`src/rtl/prng16_pkg.sv`:
```
package prng16_pkg;
  typedef enum logic [1:0] {
    MODE_RUN = 2'b00,
    MODE_ONE = 2'b01,
    MODE_RSV = 2'b10,
    MODE_OFF = 2'b11
  } mode_e;

  localparam logic [1:0] ADDR_LO  = 2'd0;
  localparam logic [1:0] ADDR_HI  = 2'd1;
  localparam logic [1:0] ADDR_CTL = 2'd2;
endpackage

```
`src/rtl/prng16_step.sv`:
```
module prng16_step #(
  parameter int          W     = 16,
  parameter logic [W-1:0] POLY = 16'h8005,
  parameter int          STEPS = 13
) (
  input  logic [W-1:0] d_i,
  output logic [W-1:0] q_o
);
  logic [W-1:0] chain [STEPS+1];

  assign chain[0] = d_i;

  for (genvar k = 0; k < STEPS; k++) begin : g_step
    assign chain[k+1] = {chain[k][W-2:0], 1'b0} ^ (chain[k][W-1] ? POLY : '0);
  end

  assign q_o = chain[STEPS];
endmodule

```
`src/rtl/prng16_ctrl.sv`:
```
module prng16_ctrl
  import prng16_pkg::*;
(
  input  logic       clk_i,
  input  logic       rst_ni,
  input  logic       ctl_wr_i,
  input  logic [1:0] ctl_wdata_i,
  output mode_e      mode_o
);
  mode_e mode_q;

  always_ff @(posedge clk_i or negedge rst_ni) begin
    if (!rst_ni) begin
      mode_q <= MODE_RUN;
    end else if (ctl_wr_i) begin
      mode_q <= mode_e'(ctl_wdata_i);
    end else if (mode_q == MODE_ONE) begin
      mode_q <= MODE_RUN; // one-shot clears after its step
    end
  end

  assign mode_o = mode_q;
endmodule

```
`src/rtl/prng16_state.sv`:
```
module prng16_state
  import prng16_pkg::*;
#(
  parameter int           W        = 16,
  parameter logic [W-1:0] POLY     = 16'h8005,
  parameter int           UNROLL   = 13,
  parameter logic [W-1:0] RST_SEED = 16'h0001,
  localparam int          HALF     = W / 2
) (
  input  logic            clk_i,
  input  logic            rst_ni,
  input  mode_e           mode_i,
  input  logic            adv_i,
  input  logic            lo_wr_i,
  input  logic            hi_wr_i,
  input  logic [HALF-1:0] wdata_i,
  output logic [W-1:0]    state_o
);
  logic [W-1:0] state_q, state_d, multi, single, seed;

  prng16_step #(.W(W), .POLY(POLY), .STEPS(UNROLL)) u_multi (
    .d_i(state_q), .q_o(multi)
  );
  prng16_step #(.W(W), .POLY(POLY), .STEPS(1)) u_single (
    .d_i(state_q), .q_o(single)
  );

  always_comb begin
    seed = state_q;
    if (lo_wr_i) seed = {state_q[W-1:HALF], wdata_i};
    else if (hi_wr_i) seed = {wdata_i, state_q[HALF-1:0]};
  end

  always_comb begin
    state_d = state_q;
    if (lo_wr_i || hi_wr_i) begin
      state_d = (seed == '0) ? W'(1) : seed; // avoid lock-up
    end else if (mode_i == MODE_ONE) begin
      state_d = single;
    end else if (mode_i == MODE_RUN && adv_i) begin
      state_d = multi;
    end
  end

  always_ff @(posedge clk_i or negedge rst_ni) begin
    if (!rst_ni) state_q <= RST_SEED;
    else         state_q <= state_d;
  end

  assign state_o = state_q;
endmodule

```
`src/rtl/prng16.sv`:
```
module prng16
  import prng16_pkg::*;
#(
  parameter int           W        = 16,
  parameter logic [W-1:0] POLY     = 16'h8005,
  parameter int           UNROLL   = 13,
  parameter logic [W-1:0] RST_SEED = 16'h0001,
  localparam int          HALF     = W / 2
) (
  input  logic            clk_i,
  input  logic            rst_ni,
  input  logic            reg_wr_i,
  input  logic            reg_rd_i,
  input  logic [1:0]      reg_addr_i,
  input  logic [HALF-1:0] reg_wdata_i,
  output logic [HALF-1:0] reg_rdata_o
);
  logic [W-1:0] state_q;
  mode_e        mode_q;
  logic         lo_wr, hi_wr, ctl_wr, hi_rd;

  assign lo_wr  = reg_wr_i && reg_addr_i == ADDR_LO;
  assign hi_wr  = reg_wr_i && reg_addr_i == ADDR_HI;
  assign ctl_wr = reg_wr_i && reg_addr_i == ADDR_CTL;
  assign hi_rd  = reg_rd_i && !reg_wr_i && reg_addr_i == ADDR_HI;

  prng16_ctrl u_ctrl (
    .clk_i      (clk_i),
    .rst_ni     (rst_ni),
    .ctl_wr_i   (ctl_wr),
    .ctl_wdata_i(reg_wdata_i[1:0]),
    .mode_o     (mode_q)
  );

  prng16_state #(
    .W(W), .POLY(POLY), .UNROLL(UNROLL), .RST_SEED(RST_SEED)
  ) u_state (
    .clk_i  (clk_i),
    .rst_ni (rst_ni),
    .mode_i (mode_q),
    .adv_i  (hi_rd),
    .lo_wr_i(lo_wr),
    .hi_wr_i(hi_wr),
    .wdata_i(reg_wdata_i),
    .state_o(state_q)
  );

  always_comb begin
    unique case (reg_addr_i)
      ADDR_LO:  reg_rdata_o = state_q[HALF-1:0];
      ADDR_HI:  reg_rdata_o = state_q[W-1:HALF];
      ADDR_CTL: reg_rdata_o = {{(HALF-2){1'b0}}, mode_q};
      default:  reg_rdata_o = '0;
    endcase
  end
endmodule

```
`config.mk`:
```
export PLATFORM = sky130hd
export DESIGN_NAME = prng16
export DESIGN_NICKNAME = d
export VERILOG_FILES = /design/src/rtl/prng16_pkg.sv /design/src/rtl/prng16_step.sv /design/src/rtl/prng16_ctrl.sv /design/src/rtl/prng16_state.sv /design/src/rtl/prng16.sv
export SDC_FILE = /design/constraint.sdc
export NUM_CORES = 1
export LEC_CHECK = 0
export ABC_AREA = 1
export BUFFER_PORTS_ARGS = -buffer_cell sky130_fd_sc_hd__buf_2
export CAP_MARGIN = 20
export CELL_PAD_IN_SITES_DETAIL_PLACEMENT = 1
export CELL_PAD_IN_SITES_GLOBAL_PLACEMENT = 1
export CORE_MARGIN = 3
export CORE_UTILIZATION = 44
export DETAILED_ROUTE_END_ITERATION = 6
export PLACE_DENSITY_LB_ADDON = 0.1
export SYNTH_ARGS = -nofsm -noshare
export SYNTH_HDL_FRONTEND = slang
export SYNTH_HIERARCHICAL = 1
export SYNTH_SLANG_ARGS = --single-unit
```
`constraint.sdc`:
```
create_clock -name clk_i -period 3.5 [get_ports clk_i]
set_input_delay 0.35 -clock clk_i [delete_from_list [all_inputs] [get_ports clk_i]]
set_output_delay 0.35 -clock clk_i [all_outputs]
set_load 0.03 [all_outputs]
```
==> flow_metrics.tcl, run 1 <==
set metrics [dict create \
    outcome "completed" \
    nets 369 \
    dieWidth_um 73.96 \
    skew_ns 0.005171 \
    fin_crit_sh_pct 64.29 \
    gp_congestion 0.9371 \
    antenna_found_initial 0 \
    rsz0062_at_grt "no" \
    drcViolationCount 0 \
    power_mw 1.965 \
    routed_wl_um 6307 \
    clkTransAtPathRegs_ns 0.08 \
    cts.sinks 18 \
    fmax_mhz 444.4 \
    wl_per_cell_um 15.53 \
    cp_num_buf_inv 3 \
    grt_remaining_overflow 0 \
    drt_iter0_markers 124 \
    reg2reg_from "u_ctrl/mode_o[1]" \
    num_io_pins 22 \
    reg2reg_to "u_state/state_o[8]" \
    min_path_type "input pin to async pin" \
    rows 24 \
    synth_seq_cells 18 \
    avgSynthCellArea_um2 5.773 \
    num_vias 2206 \
    crit_chain "buf_2 > inv_2 > nand2_2 > nor2_1 > nor2_1 > nand2_1 > nor2_1 > inv_1 > a31oi_1" \
    setup_tns_ns 0 \
    nFillCells 659 \
    cts_tree "done" \
    synth_top_family_by_area "simple AND/OR/NAND/NOR gates" \
    final_max_slew_viol_count 0 \
    coreArea_um2 4414 \
    start_util_pct 46.03 \
    cts_made_buffers 3 \
    critPathCaptureType "flop" \
    cts_hold_buf 0 \
    holdWs_ns 0.02319 \
    postRouteAntennaNets 0 \
    synth-compound-area-share_pct 12.56 \
    worstMarginPinSlew_ns 0.8487 \
    cap_violations 0 \
    crit_start "reg_addr_i[1]" \
    leakagePower_nw 1.184 \
    synth.cell_area_um2 2032 \
    netlist_instances 352 \
    cp-start-kind "input pin" \
    multiInputGateArea_um2 1264 \
    clock_latency_ns 0.26 \
    grt_pass1_wl_um 10480 \
    track_usage_pct 24.59 \
    reg2regPathDepth 7 \
    syn-num-nets 366 \
    fp.dieH_um 73.96 \
    synth_fa_ha_area_share_pct 0 \
    yosys.area_share.simple_pct 45.75 \
    cp-endpoint "u_state/state_o[7]" \
    path_class "input pin to flop" \
    dr.pass1.iters 4 \
    drive_above_1_share_pct 14.97 \
    area.growth.synth_to_final_pct 4.187 \
    min_period_ns 2.250 \
    relSlewSlack_pct 43.36 \
    slowest_delay_ns 0.62 \
    synth_xor_area_share_pct 3.879 \
    hpwl_um 4784 \
    pwr_density_cell_nw_per_um2 928.1 \
    ctsResizeCount 0 \
    grt_max_degree 32 \
    ys_warn_count 6 \
    cts_setup_buffers 0 \
    slowest_stage "inv_1" \
    ys_types 25 \
    crit_fanout 31 \
    critPathTopFamily "buffers and inverters" \
    die-area_um2 5469 \
    path_common_cell "nor2_1" \
    avgViaCountPerCell 5.433 \
    first_global_vias 2141 \
    r2r_setup_slack_ns 1.59 \
    root_buffer "clkbuf_8" \
    arrival_ns 2.34 \
    final_hold_viol_count 0 \
    cp.depth 9 \
    diodes 0 \
    critPathRequiredTime_ns 3.59 \
    seqCellArea_um2 451.7 \
    io_buffers 21 \
    irDropWorstVdd_mv 0.3331 \
    ys_seq_area_share_pct 22.23 \
    setup_viol 0 \
    h-tree-depth 1 \
    synth_mux_area_share_pct 0 \
    cts_max_path_buffers 2 \
]
-- worst min-delay path by stage --
stage	from	end	cells after the start
floorplan	rst_ni	u_ctrl/mode_o[0]	0
global placement	rst_ni	u_state/state_o[6]	1
detailed placement	rst_ni	u_state/state_o[6]	1
CTS	rst_ni	u_state/state_o[6]	1
global route	rst_ni	u_state/state_o[6]	1
finish	rst_ni	u_state/state_o[3]	1
-- cell usage after synthesis (all sizes together) --
cell    number  area, µm²
o21ai       23      115.1
xnor2        2      17.52
nand3b       4      30.03
nor2        32      122.6
a21oi        1      5.000
nand3       35      200.2
dfrtp       17      425.4
o21bai       8      60.06
a31oi        8      50.05
xor2         7      61.31
clkinv       1      3.750
nand2      141      561.8
nor3         2      15.01
dfstp        1      26.28
buf         22      147.6
o22ai        4      25.02
clkbuf       4      15.01
inv         40      150.1
-- cells by family after synthesis --
| family | Yosys count |
|---|---|
| AO/OA/AOI/OAI | 44 |
| XOR/XNOR | 9 |
| buffers and inverters | 67 |
| AND/OR/NAND/NOR | 214 |
| flip-flops | 18 |
-- registers in the layout, summed over array words and instances (netlist names) --
signal           cells
u_state/state_o     16
u_ctrl/mode_o        2
-- worst reg2reg max path, stage by stage (launching register included) --
cell and delay, ns:
dfrtp_1 0.41, inv_1 0.09, nand2_2 0.25, clkinv_1 0.15, nor2_1 0.16, inv_1 0.38
nand2_1 0.20, o21ai_0 0.12
-- per-layer routing --
| metal | track usage (%) | wire length, µm | up-vias |
|---|---|---|---|
| met4 | 3.219 | 19 | 0 |
| met3 | 2.432 | 316 | 2 |
| li1 | - | - | 1106 |
| met2 | 41.14 | 2887 | 47 |
| met5 | 0 | 0 | - |
| met1 | 35.27 | 3084 | 1051 |
-- placed cells by master (no fill, tap or decap), types with 2 or more instances in the layout --
cell type    n
nand2_1    130
inv_1       34
nor2_1      31
nand3_1     30
o21ai_0     23
buf_2       21
dfrtp_1     17
nand2_2     10
o21bai_1     8
a31oi_1      8
xor2_1       7
inv_2        6
nand3_2      5
clkbuf_8     4
nand3b_1     4
o22ai_1      4
buf_4        3
xnor2_1      2
-- metrics by stage --
step / utilization [%] / instances / instance area [µm²] / worst slack [ns]
3_3_place_gp: 46.71 / 402 / 2062 / 1.069
3_5_place_dp: 46.71 / 402 / 2062 / 1.010
5_1_grt: 47.96 / 406 / 2117 / 1.076
4_1_cts: 47.96 / 406 / 2117 / 1.294
6_report: 47.96 / 406 / 2117 / 1.250
2_1_floorplan: - / 352 / 2032 / 1.805
-- final cells by class --
class / count / share of cell area [%]
clock buffer: 4 / 2.600
inverter: 41 / 7.270
multi-input combinational: 267 / 59.69
sequential: 18 / 21.34
tap: 52 / 3.073
timing repair buffer: 24 / 6.028
-- where the power goes --
part / internal (mW) / switching, mW / total (mW)
Combinational: 0.461 / 0.771 / 1.23
Clock: 0.100 / 0.0780 / 0.178
Sequential: 0.304 / 0.251 / 0.554
Total: 0.865 / 1.10 / 1.96
Note: power is estimated with default switching activity, not from simulation.
==> inputs of run 2 (changes only) <==
--- a/config.mk
+++ b/config.mk
@@ -5,13 +5,13 @@
 export SDC_FILE = /design/constraint.sdc
 export NUM_CORES = 1
 export LEC_CHECK = 0
-export ABC_AREA = 1
+export ABC_AREA = 0
 export BUFFER_PORTS_ARGS = -buffer_cell sky130_fd_sc_hd__buf_2
 export CAP_MARGIN = 20
 export CELL_PAD_IN_SITES_DETAIL_PLACEMENT = 1
 export CELL_PAD_IN_SITES_GLOBAL_PLACEMENT = 1
 export CORE_MARGIN = 3
-export CORE_UTILIZATION = 44
+export CORE_UTILIZATION = 41
 export DETAILED_ROUTE_END_ITERATION = 6
 export PLACE_DENSITY_LB_ADDON = 0.1
 export SYNTH_ARGS = -nofsm -noshare
==> constraint.sdc (replaced) <==
create_clock -name clk_i -period 2 [get_ports clk_i]
set_input_delay 0.2 -clock clk_i [delete_from_list [all_inputs] [get_ports clk_i]]
set_output_delay 0.2 -clock clk_i [all_outputs]
set_load 0.03 [all_outputs]
==> flow_metrics.tcl, run 2 <==
set metrics [dict create \
    outcome "completed" \
    gp_congestion 0.9395 \
    min_path_type "input pin to flop" \
    num_vias 1474 \
    ys_types 47 \
    h-tree-depth 1 \
    num_io_pins 22 \
    final_hold_viol_count 0 \
    die-area_um2 5229 \
    min_period_ns 1.997 \
    fp.dieH_um 72.32 \
    crit_start "u_state/state_o[11]" \
    synth_fa_ha_area_share_pct 0 \
    final_max_slew_viol_count 0 \
    drcViolationCount 0 \
    start_util_pct 43.81 \
    hp-start "reg_wdata_i[3]" \
    synth_mux_area_share_pct 22.97 \
    rows 23 \
    synth_seq_cells 18 \
    ys_seq_area_share_pct 25.05 \
    setup_viol 0 \
    reg2reg_from "u_state/state_o[11]" \
    ys_top_cells_by_area "dfrtp_1, mux2i_1, mux2_2" \
    io_buffers 21 \
    grt_remaining_overflow 0 \
    synth_xor_area_share_pct 18.74 \
    first_global_vias 1614 \
    synth.cell_area_um2 1803 \
    clock_latency_ns 0.26 \
    cts_tree "done" \
    arrival_ns 2.17 \
    nets 226 \
    avgSynthCellArea_um2 9.852 \
    cts.sinks 18 \
    wl_per_cell_um 20.20 \
    synthTopCellsByCount "mux2i_1, nand2_1, dfrtp_1" \
    ys_async_sr_fraction_pct 100.0 \
    crit_fanout 3 \
    avgViaCountPerCell 5.648 \
    dp.cells 250 \
    cap_violations 0 \
    worstMarginPinSlew_ns 0.4632 \
    dieWidth_um 72.32 \
    skew_ns 0.002439 \
    postRouteAntennaNets 0 \
    pwr_density_cell_nw_per_um2 2194 \
    drive_above_1_share_pct 39.34 \
    leakagePower_nw 0.9476 \
    fin_cells 261 \
    cts_max_path_buffers 2 \
    diodes 0 \
    power_mw 4.678 \
    synth.most_common_cell "mux2i_1" \
    track_usage_pct 21.52 \
    synth-compound-area-share_pct 9.854 \
    synth_top_family_by_area "multiplexers" \
    cts_made_buffers 3 \
    coreArea_um2 4115 \
    fin_crit_sh_pct 99.86 \
    grt_max_degree 20 \
    root_buffer "clkbuf_8" \
    relSlewSlack_pct 69.12 \
    cp-start-kind "flop" \
    synth_flop_cell "dfrtp_1" \
    netlist_instances 183 \
    yosys.area_share.simple_pct 12.91 \
    rsz0062_at_grt "yes" \
    ys_warn_count 6 \
    drt_iter0_markers 60 \
    grt_pass1_wl_um 8480 \
    final_cell_mix "buf_4, mux2i_1, buf_2, nand2_1, dfrtp_1" \
    syn-num-nets 197 \
    dr.pass1.iters 4 \
    path_class "flop to flop" \
    synth_largest_area_cell "dfrtp_1" \
    routed_wl_um 5273 \
    largest_reg_flops 16 \
    synth_top_area_share_pct 23.59 \
    final_common_cell "buf_4" \
    irDropWorstVdd_mv 0.7767 \
    area.growth.synth_to_final_pct 18.25 \
    fmax_mhz 500.7 \
    clkTransAtPathRegs_ns 0.08 \
    synth_edf_count 0 \
    critPathCaptureType "flop" \
    hpwl_um 3861 \
    antenna_found_initial 0 \
    critPathRequiredTime_ns 2.17 \
]
-- run 2: final timing paths --
path,to,cells past startpoint,slack [ns]
max in group asynchronous,u_state/state_o[0],2,1.24
setup reg to reg,u_state/state_o[0],7,0.003
hold / removal,u_state/state_o[3],3,0.20
setup / recovery,u_state/state_o[0],7,0.003
hold reg to reg,u_ctrl/mode_o[0],2,0.60
min in group asynchronous,u_state/state_o[9],2,0.42
-- run 2: area by class of cell --
| type | count | area (µm²) |
|---|---|---|
| Inverter | 6 | 22.52 |
| Timing Repair Buffer | 47 | 302.8 |
| Sequential cell | 18 | 452.9 |
| Multi-Input combinational cell | 136 | 1236 |
| Fill cell | 470 | 1983 |
| Clock buffer | 4 | 55.05 |
| Tap cell | 50 | 62.56 |
-- run 2: layer usage --
layer / track usage [%] / up-vias / part of all wire (%)
met4: 4.384 / 0 / 1.6
met5: 0 / - / 0
met1: 28.48 / 742 / 44
met3: 3.463 / 10 / 4.4
li1: - / 677 / -
met2: 37.01 / 45 / 50
-- run 2: timing repair --
| action | in CTS | in global routing |
|---|---|---|
| buffers inserted | 4 | 2 |
| endpoints found under the setup margin | 2 | 3 |
| hold buffers | 1 | 0 |
| pin swaps | 7 | 6 |
| gates resized for setup | 5 | 5 |
| endpoints found under the hold margin | 17 | 0 |
-- run 2: cell families after synthesis --
| family | Yosys count |
|---|---|
| xor gates and xnor gates | 25 |
| buffers and inverters | 29 |
| AOI/OAI and AO/OA | 29 |
| DFF | 18 |
| muxes | 39 |
| and+or+nand+nor | 43 |
-- run 2: power by group --
part / total (mW) / leakage [nW] / switching, mW / internal [mW]
registers: 0.775 / 0.217 / 0.234 / 0.541
clock network: 0.312 / 0.0288 / 0.137 / 0.175
logic: 3.59 / 0.702 / 1.58 / 2.02
-- run 2: worst max-delay path: stages (launching register included) --
cell and delay [ns]:
dfrtp_1 0.41, xnor2_2 0.26, xnor3_1 0.36, xor3_1 0.21, inv_2 0.05, o2111ai_4 0.20
o211ai_1 0.14, o31ai_1 0.27
-- run 2: metrics by stage --
| stage | setup WS (ns) | hold WS, ns | util [%] | TNS [ns] | area [µm²] |
|---|---|---|---|---|---|
| 2_1_floorplan | 0.1108 | -0.09559 | - | 0 | 1803 |
| 3_3_place_gp | 0.02706 | 0.1619 | 47.43 | 0 | 1952 |
| 3_5_place_dp | -0.1234 | 0.1766 | 47.43 | -0.1234 | 1952 |
| 4_1_cts | -0.006710 | 0.2053 | 50.68 | -0.006710 | 2086 |
| 5_1_grt | -0.1342 | 0.2117 | 51.81 | -0.2280 | 2132 |
| 6_report | 0.002832 | 0.1981 | 51.81 | 0 | 2132 |
==> inputs of run 3 (changes only) <==
--- a/config.mk
+++ b/config.mk
@@ -11,10 +11,9 @@
 export CELL_PAD_IN_SITES_DETAIL_PLACEMENT = 1
 export CELL_PAD_IN_SITES_GLOBAL_PLACEMENT = 1
 export CORE_MARGIN = 3
-export CORE_UTILIZATION = 41
+export CORE_UTILIZATION = 38
 export DETAILED_ROUTE_END_ITERATION = 6
 export PLACE_DENSITY_LB_ADDON = 0.1
 export SYNTH_ARGS = -nofsm -noshare
 export SYNTH_HDL_FRONTEND = slang
-export SYNTH_HIERARCHICAL = 1
 export SYNTH_SLANG_ARGS = --single-unit
==> flow_metrics.tcl, run 3 <==
set metrics [dict create \
    crit_fanout 3 \
    cts_made_buffers 3 \
    pwr_density_cell_nw_per_um2 2109 \
    diodes 0 \
    dr.pass1.iters 4 \
    largest_reg_flops 16 \
    nets 239 \
    coreArea_um2 3826 \
    holdWs_ns 0.2302 \
    h-tree-depth 1 \
    rows 22 \
    setup_ws_ns 0.1559 \
    synth_edf_count 0 \
    min_path_type "input pin to flop" \
    synth.cell_area_um2 1574 \
    final_common_cell "nor2_1" \
    leakagePower_nw 0.7966 \
    outcome "completed" \
    fin_cells 272 \
    fmax_mhz 542.3 \
    area.growth.synth_to_final_pct 17.57 \
    wl_per_cell_um 19.62 \
    placed_cell_area_um2 1770 \
    io_buffers 21 \
    final_max_slew_viol_count 0 \
    synth_top_area_share_pct 27.03 \
    clock_latency_ns 0.26 \
    skew_ns 0.003117 \
    setup_viol 0 \
    netlist_instances 201 \
    avgViaCountPerCell 5.754 \
    syn-num-nets 215 \
    hpwl_um 3950 \
    drt_iter0_markers 109 \
    grt_remaining_overflow 0 \
    synth_largest_area_cell "dfrtp_1" \
    ys_top_cells_by_area "dfrtp_1, a21oi_1, nor2_1" \
    power_mw 3.902 \
    irDropWorstVdd_mv 1.122 \
    start_util_pct 41.14 \
    critPathCaptureType "flop" \
    ys_types 37 \
    num_io_pins 22 \
    relSlewSlack_pct 68.24 \
    routed_wl_um 5336 \
    path_class "flop to flop" \
    fp.dieH_um 70.36 \
    postLayoutCoreUtil_pct 48.36 \
    clkTransAtPathRegs_ns 0.08 \
    synth_flop_cell "dfrtp_1" \
    die-area_um2 4951 \
    synthTopCellsByCount "nor2_1, a21oi_1, dfrtp_1" \
    antenna_found_initial 0 \
    cts_max_path_buffers 2 \
    ys_async_sr_fraction_pct 100.0 \
    cts_tree "done" \
    synth_seq_cells 18 \
    rsz0062_at_grt "no" \
    postRouteAntennaNets 0 \
    root_buffer "clkbuf_8" \
    finish.instance_area_um2 1851 \
    num_vias 1565 \
    track_usage_pct 21.88 \
    grt_pass1_wl_um 8487 \
    ys_seq_area_share_pct 28.70 \
    r2r_setup_slack_ns 0.16 \
    worstMarginPinSlew_ns 0.4764 \
    drcViolationCount 0 \
    final_cell_mix "nor2_1, a21oi_1, buf_2, buf_4, dfrtp_1" \
    synth.most_common_cell "nor2_1" \
    dp_slack_ns 0.07116 \
    dieWidth_um 70.36 \
    arrival_ns 2.02 \
    ys_warn_count 0 \
    cts.sinks 18 \
    drive_above_1_share_pct 23.66 \
    gp_congestion 0.9174 \
    critPathRequiredTime_ns 2.17 \
    first_global_vias 1603 \
    min_period_ns 1.844 \
    cap_violations 0 \
    dp.cells 266 \
    final_hold_viol_count 0 \
    nFillCells 472 \
    grt_max_degree 28 \
    cp-start-kind "flop" \
    fin_crit_sh_pct 92.21 \
    setup_tns_ns 0 \
    avgSynthCellArea_um2 7.831 \
]
## run 3: cell count changes after synthesis, sizes merged, moves of 13 or more
cell	delta
a21oi	+29
mux2	-15
mux2i	-14
nor2	+32
o21ai	-14
o22ai	+13
## run 3: report_power, final
part | switching [mW] | internal [mW]
Clock | 0.141 | 0.175
Combinational | 1.39 | 1.46
Sequential | 0.204 | 0.535
## run 3: layer usage
metal  track usage, %  up-vias  share of wire [%]
met2            37.53       46                 50
met1            30.10      777                 45
met3            1.871        6                4.9
met4            3.830        0               0.51
li1                 -      736                  -
met5                0        -                  0
## run 3: repair_timing
action | CTS | global route
gates resized for setup | 0 | 1
setup endpoints to repair | 0 | 2
endpoints found under the hold margin | 17 | 0
hold buffers | 1 | 0
buffers inserted | 0 | 1
## run 3: kinds of logic (layout without fill, tap and decap cells)
family                    count (synthesis)  count (layout)  share of synthesized area (%)
AOI/OAI and AO/OA                        54              54                          19.79
xor gates and xnor gates                 24              24                          17.09
buffers and inverters                    24              47                          7.551
DFF                                      18              18                          28.70
muxes                                    10              10                          6.439
and+or+nand+nor                          71              71                          20.43
## run 3: worst max-delay path, stage by stage, from the launching register on
cell      delay (ns)
dfrtp_1         0.41
xnor2_2         0.22
xnor3_2         0.53
xnor2_2         0.19
nand3b_1        0.09
a21oi_1         0.06
nor4_1          0.25
## run 3: layout make-up
class | instances | area [µm²] | share of cell area [%]
clock buffers | 4 | 55.05 | 2.975
multi-input cells | 159 | 1011 | 54.63
repair buffers | 43 | 272.8 | 14.74
flip-flops and latches | 18 | 451.7 | 24.41
well taps | 48 | 60.06 | 3.245
## run 3: worst paths after layout
check,end,startpoint,cells after the start
hold reg to reg,u_state.state_o[0],u_state.state_o[0],2
hold / removal,u_ctrl.mode_o[0],reg_wdata_i[0],3
setup reg to reg,u_state.state_o[0],u_state.state_o[8],6
min in group asynchronous,u_ctrl.mode_o[1],rst_ni,2
setup / recovery,u_state.state_o[0],u_state.state_o[8],6
max in group asynchronous,u_state.state_o[0],rst_ni,2
